===== config.mk =====
export PLATFORM = sky130hd
export DESIGN_NAME = mpr_receiver
export DESIGN_NICKNAME = d
export VERILOG_FILES = /design/src/rtl/mpr_pkg.sv /design/src/rtl/mpr_line_sel.sv /design/src/rtl/mpr_bit_fsm.sv /design/src/rtl/mpr_rx_regs.sv /design/src/rtl/mpr_receiver.sv
export SDC_FILE = /design/constraint.sdc
export NUM_CORES = 1
export LEC_CHECK = 0
export ABC_CLOCK_PERIOD_IN_PS = 1300
export CORE_ASPECT_RATIO = 1.2
export CORE_UTILIZATION = 49
export CTS_CLUSTER_DIAMETER = 50
export DETAILED_ROUTE_END_ITERATION = 8
export PLACE_DENSITY = 0.75
export REMOVE_ABC_BUFFERS = 1
export SLEW_MARGIN = 5
export SYNTH_ARGS = -nofsm -noshare
export SYNTH_HDL_FRONTEND = slang
export SYNTH_SLANG_ARGS = --single-unit

===== constraint.sdc =====
create_clock -name clk -period 1.3 [get_ports clk]
set_input_delay 0.325 -clock clk [delete_from_list [all_inputs] [get_ports clk]]
set_output_delay 0.325 -clock clk [all_outputs]
set_load 0.03 [all_outputs]

===== src/rtl/mpr_pkg.sv =====
package mpr_pkg;
    typedef enum logic [1:0] {
        ST_IDLE,
        ST_START,
        ST_BITS,
        ST_STOP
    } rx_state_t;
endpackage


===== src/rtl/mpr_line_sel.sv =====
module mpr_line_sel #(
    parameter int SYNC_STAGES = 2
) (
    input  logic clk,
    input  logic rst_n,
    input  logic loop_en,
    input  logic rx_pin,
    input  logic tx_int,
    output logic tx_pin,
    output logic rx_s
);
    logic             line_raw;
    logic [SYNC_STAGES-1:0] sync_q;

    assign line_raw = loop_en ? tx_int : rx_pin;
    assign tx_pin   = loop_en ? 1'b1 : tx_int;

    always_ff @(posedge clk or negedge rst_n) begin
        if (!rst_n) sync_q[0] <= 1'b1;
        else        sync_q[0] <= line_raw;
    end

    generate
        for (genvar g = 1; g < SYNC_STAGES; g++) begin : g_sync
            always_ff @(posedge clk or negedge rst_n) begin
                if (!rst_n) sync_q[g] <= 1'b1;
                else        sync_q[g] <= sync_q[g-1];
            end
        end
    endgenerate

    assign rx_s = sync_q[SYNC_STAGES-1];
endmodule


===== src/rtl/mpr_bit_fsm.sv =====
module mpr_bit_fsm
    import mpr_pkg::*;
#(
    parameter int DATA_BITS = 8,
    parameter int OVS       = 16
) (
    input  logic                 clk,
    input  logic                 rst_n,
    input  logic                 tick,
    input  logic                 rx_s,
    output logic                 frame_done,
    output logic [DATA_BITS+1:0] frame_word,
    output logic                 stop_ok
);
    localparam int SHW = DATA_BITS + 2;
    localparam int CW  = $clog2(OVS);
    localparam int IW  = $clog2(SHW + 1);
    localparam logic [CW-1:0] HALF     = CW'(OVS / 2 - 1);
    localparam logic [CW-1:0] LAST     = CW'(OVS - 1);
    localparam logic [IW-1:0] LAST_IDX = IW'(SHW - 1);

    rx_state_t      st, st_n;
    logic [CW-1:0]  cnt;
    logic [IW-1:0]  idx;
    logic [SHW-1:0] sh;

    // state register
    always_ff @(posedge clk or negedge rst_n) begin
        if (!rst_n) st <= ST_IDLE;
        else        st <= st_n;
    end

    // transitions
    always_comb begin
        st_n = st;
        unique case (st)
            ST_IDLE:  if (tick && !rx_s) st_n = ST_START;
            ST_START: if (tick && cnt == HALF) st_n = rx_s ? ST_IDLE : ST_BITS;
            ST_BITS:  if (tick && cnt == LAST && idx == LAST_IDX) st_n = ST_STOP;
            ST_STOP:  if (tick && cnt == LAST) st_n = ST_IDLE;
            default:  st_n = ST_IDLE;
        endcase
    end

    // counters and shift register
    always_ff @(posedge clk or negedge rst_n) begin
        if (!rst_n) begin
            cnt <= '0;
            idx <= '0;
            sh  <= '0;
        end else if (tick) begin
            unique case (st)
                ST_IDLE: begin
                    cnt <= '0;
                    idx <= '0;
                end
                ST_START: cnt <= (cnt == HALF) ? '0 : cnt + 1'b1;
                ST_BITS: begin
                    if (cnt == LAST) begin
                        cnt <= '0;
                        sh  <= {rx_s, sh[SHW-1:1]};
                        idx <= idx + 1'b1;
                    end else begin
                        cnt <= cnt + 1'b1;
                    end
                end
                ST_STOP: cnt <= (cnt == LAST) ? '0 : cnt + 1'b1;
                default: cnt <= '0;
            endcase
        end
    end

    // outputs
    always_ff @(posedge clk or negedge rst_n) begin
        if (!rst_n) begin
            frame_done <= 1'b0;
            frame_word <= '0;
            stop_ok    <= 1'b0;
        end else begin
            frame_done <= 1'b0;
            if (tick && st == ST_STOP && cnt == LAST) begin
                frame_done <= 1'b1;
                frame_word <= sh;
                stop_ok    <= rx_s;
            end
        end
    end
endmodule


===== src/rtl/mpr_rx_regs.sv =====
module mpr_rx_regs #(
    parameter int DATA_BITS = 8,
    parameter bit ODD_PAR   = 1'b0
) (
    input  logic                 clk,
    input  logic                 rst_n,
    input  logic                 frame_done,
    input  logic [DATA_BITS+1:0] frame_word,
    input  logic                 stop_ok,
    input  logic                 sleep_en,
    input  logic                 rd_strobe,
    input  logic [2:0]           err_ie,
    output logic [DATA_BITS-1:0] rx_data,
    output logic                 rx_is_addr,
    output logic                 rx_ready,
    output logic                 pe_flag,
    output logic                 fe_flag,
    output logic                 oe_flag,
    output logic                 err_irq
);
    logic flag_bit, par_bad, load;

    assign flag_bit = frame_word[DATA_BITS];
    assign par_bad  = (^frame_word) ^ ODD_PAR;
    assign load     = frame_done && (!sleep_en || flag_bit);

    always_ff @(posedge clk or negedge rst_n) begin
        if (!rst_n) begin
            rx_data    <= '0;
            rx_is_addr <= 1'b0;
            rx_ready   <= 1'b0;
            pe_flag    <= 1'b0;
            fe_flag    <= 1'b0;
            oe_flag    <= 1'b0;
        end else begin
            if (rd_strobe) begin
                rx_ready <= 1'b0;
                oe_flag  <= 1'b0;
            end
            if (frame_done) begin
                pe_flag <= par_bad;
                fe_flag <= !stop_ok;
            end
            if (load) begin
                rx_data    <= frame_word[DATA_BITS-1:0];
                rx_is_addr <= flag_bit;
                rx_ready   <= 1'b1;
                if (rx_ready && !rd_strobe) oe_flag <= 1'b1;
            end
        end
    end

    assign err_irq = |({oe_flag, fe_flag, pe_flag} & err_ie);
endmodule


===== src/rtl/mpr_receiver.sv =====
module mpr_receiver #(
    parameter int DATA_BITS   = 8,
    parameter int OVS         = 16,
    parameter int SYNC_STAGES = 2,
    parameter bit ODD_PAR     = 1'b0
) (
    input  logic                 clk,
    input  logic                 rst_n,
    input  logic                 rx_pin,
    input  logic                 tx_int,
    output logic                 tx_pin,
    input  logic                 tick16,
    input  logic                 sleep_en,
    input  logic                 loop_en,
    input  logic [2:0]           err_ie,
    input  logic                 rd_strobe,
    output logic [DATA_BITS-1:0] rx_data,
    output logic                 rx_is_addr,
    output logic                 rx_ready,
    output logic                 pe_flag,
    output logic                 fe_flag,
    output logic                 oe_flag,
    output logic                 err_irq
);
    logic                 rx_s;
    logic                 frame_done;
    logic [DATA_BITS+1:0] frame_word;
    logic                 stop_ok;

    mpr_line_sel #(.SYNC_STAGES(SYNC_STAGES)) u_line (
        .clk(clk), .rst_n(rst_n), .loop_en(loop_en), .rx_pin(rx_pin),
        .tx_int(tx_int), .tx_pin(tx_pin), .rx_s(rx_s)
    );

    mpr_bit_fsm #(.DATA_BITS(DATA_BITS), .OVS(OVS)) u_fsm (
        .clk(clk), .rst_n(rst_n), .tick(tick16), .rx_s(rx_s),
        .frame_done(frame_done), .frame_word(frame_word), .stop_ok(stop_ok)
    );

    mpr_rx_regs #(.DATA_BITS(DATA_BITS), .ODD_PAR(ODD_PAR)) u_regs (
        .clk(clk), .rst_n(rst_n), .frame_done(frame_done), .frame_word(frame_word),
        .stop_ok(stop_ok), .sleep_en(sleep_en), .rd_strobe(rd_strobe), .err_ie(err_ie),
        .rx_data(rx_data), .rx_is_addr(rx_is_addr), .rx_ready(rx_ready),
        .pe_flag(pe_flag), .fe_flag(fe_flag), .oe_flag(oe_flag), .err_irq(err_irq)
    );
endmodule


==> results.md <==
* Register share of total power at 48.7%
* Failing checks: setup timing
* Worst reg2reg setup slack at -260 ps
* Ports at 26
* Most common cell in the synthesized netlist: dfrtp_1
* Crit end category: output port
* Area leader, netlist: dfrtp_1
* Via-per-instance ratio at 5.147
* Storage cell area at 1180 um2
* Vias in the first global route at 1462
* Post-synthesis instance total at 153
* Startpoint class of the critical path: flip-flop
* Worst EP required at 980 ps
* Outcome: finished with violations
* CTS max path bufs at 2
* Post-route cell area at 2887 um2
* Worst vdd rail ir drop at 0.9911 mV
* Clk slew on worst S/H paths at 90 ps
* Final setup viols at 30
* Multi-input gate area at 942.2 um2
* RSZ-0062 raised after global routing: true
* PD cells at 1160 nW/um2
* Rows at 25
* Period utilization at 122.2%
* Setup slack after layout at -288.5 ps
* Clk root buf: clkbuf_8
* Routed length per instance at 16.34 um
* Slew margin rel. at 75.94%
* Cell Int Power at 2454 uW
* Core Region at 3973 um2
* Hold crit path type: reg2reg
* Total CTS buffers at 5
* Syn_area_per_cell at 13.40 um2
* Sw frac at 26.72%
* Synth Flop Type: dfrtp_1
* Top cells by area, synth: dfrtp_1, mux2_2, xnor2_1
* Leak Pwr at 0.001427 uW
* Area growth syn-to-layout at 40.84%
* # Max-Cap Violations at 0
* CP arrival at 1260 ps
* Die X at 61.04 um
* Placed cell areas at 2491 um2
* I/O Buffers at 25
* Share of cells above drive strength 1 at 50.71%
* Die area at 4446 um2
* Setup Crit Path Kind: reg2out
* Asr flop ratio synth at 100.0%
* Antenna viol nets, final at 0
* Worst Tran Pin Value at 359.6 ps
* Gp weighted congestion at 0.7545
* CTS sink count at 47
* Starting DRT DRC Count at 35
* Vias at 1364
* Synthesized area at 2049 um2
* Final hold slack at 358.6 ps
* Sw Pwr at 895.0 uW
* Nets at 225
* Largest net degree at the start of global routing at 27
* Utilization after layout at 72.66%
* Worst-skew pair later-pin latency at 300 ps
* Clock share of power at 30.9%
* Chip height at 72.85 um
* Initial antenna violation count at 0
* Crit-path max FO at 2
* Maximum clock frequency at 629.5 MHz
* Final hold vios at 0
* HPWL Detailed at 2657 um
* Final min period at 1589 ps
* DRC at 0
* Fillers at 287
* Yosys warnings at 0
* Worst Skew at 9.617 ps
* Final max-slew violation count at 0
* Antenna Cells at 0
* DRT Pass-1 Iters at 4
* H-tree levels at 2
* Total track usage at 22.51%
* Top cells by count, synth: dfrtp_1, mux2_2, inv_1, nor2_1
* CTS tree: yes
* Final wirelength at 4329 um
* Post-synth top area share at 54.95%
* Congestion Overflow GR at 0
* Seq/Total Area, Yosys at 57.51%
* Initial Util at 51.59%
* Distinct cells, synth at 36
* Synth Register Bits at 47
* Logic pwr share at 20.4%
* Global-route wire length before repair at 7079 um
* Post-synth EDFFs at 0
final cells by class:
class,count,area share (%)
sequential,47,40.88
inverter,9,1.257
clock buffer,5,2.384
timing repair buffer,56,19.20
clock inverter,2,1.300
tap,54,2.341
multi-input combinational,92,32.64
final timing paths:
kind	start	endpoint	cells after the start
worst max-delay path	u_regs.pe_flag$_DFFE_PN0P_	err_irq	3
worst min-delay path	u_line.sync_q[0]$_DFF_PN1_	u_line.rx_s$_DFF_PN1_	0
worst max register to register	u_fsm.cnt[0]$_DFFE_PN0P_	u_fsm.sh[5]$_DFFE_PN0P_	5
worst min register to register	u_line.sync_q[0]$_DFF_PN1_	u_line.rx_s$_DFF_PN1_	0
max in group asynchronous	rst_n	u_fsm.cnt[3]$_DFFE_PN0P_	3
min in group asynchronous	rst_n	u_fsm.idx[2]$_DFFE_PN0P_	2
power by group through the flow:
stage               registers [uW]  logic (uW)  clock network (uW)
finish                        1630         682                1040
global route                  1640         742                1120
CTS                           1630         660                1050
detailed placement            1640         571                   0
global placement              1630         535                   0
floorplan                     1650         254                   0
cells in the final DEF (no fill, tap or decap), drive strengths merged, types with 2 or more instances in the layout:
master and count:
mux2i 2, clkdlybuf4s50 4, inv 9, o21ai 7
clkbuf 6, mux2 32, dfstp 2, nand2 7
dlygate4sd2 5, dfrtp 45, xnor2 7, a21o 2
nor2 10, a21oi 2, nand3 3, buf 44
ha 3, xor2 3
per-layer routing:
layer	vias up	part of all wire [%]	GRT usage, %
li1	637	-	-
met1	684	44	29.59
met2	35	50	35.14
met3	8	3.1	4.433
met4	0	2.1	11.11
met5	-	0	0
sequential cells by signal, summed over array words and instances (netlist names), named ones only:
| signal | count |
|---|---|
| u_line.rx_s | 1 |
| u_fsm.idx | 4 |
| u_fsm.frame_done | 1 |
| u_regs.rx_data | 8 |
| u_line.sync_q | 1 |
| u_fsm.stop_ok | 1 |
| u_regs.rx_ready | 1 |
| u_regs.rx_is_addr | 1 |
| u_regs.fe_flag | 1 |
| u_fsm.cnt | 4 |
| u_fsm.st | 1 |
| u_regs.oe_flag | 1 |
| u_fsm.sh | 10 |
| u_fsm.frame_word | 10 |
| u_regs.pe_flag | 1 |
timing repair:
| action | 4_1_cts | 5_1_grt |
|---|---|---|
| endpoints found under the hold margin | 5 | 0 |
| pin swaps | 16 | 1 |
| hold buffers | 1 | 0 |
| endpoints found under the setup margin | 43 | 34 |
| cloned | 2 | 1 |
| resized for setup | 61 | 10 |
| setup buffers | 7 | 1 |
cells by family after synthesis:
group | Yosys count | share of synthesized area [%]
simple gates | 27 | 7.083
fa+ha+maj | 3 | 1.832
flops | 47 | 57.51
buf+inv | 14 | 3.662
mux | 34 | 18.56
compound gates | 17 | 5.983
xor+xnor | 11 | 5.373
per-stage QoR:
stage,setup TNS [ps],instances,setup WS [ps],total power (uW)
floorplan,-7368,148,-408.2,1906
global placement,-14850,249,-690.4,2167
detailed placement,-15650,249,-763.6,2213
CTS,-4780,264,-293.8,3340
global route,-8393,265,-365.8,3503
finish,-5852,265,-288.5,3349
worst max-delay path, cell delays in order, from the launching register on:
cell and delay (ps):
dfrtp_1 390, a222oi_1 320, inv_1 100, buf_6 150
Note: power is estimated with default switching activity, not from simulation.
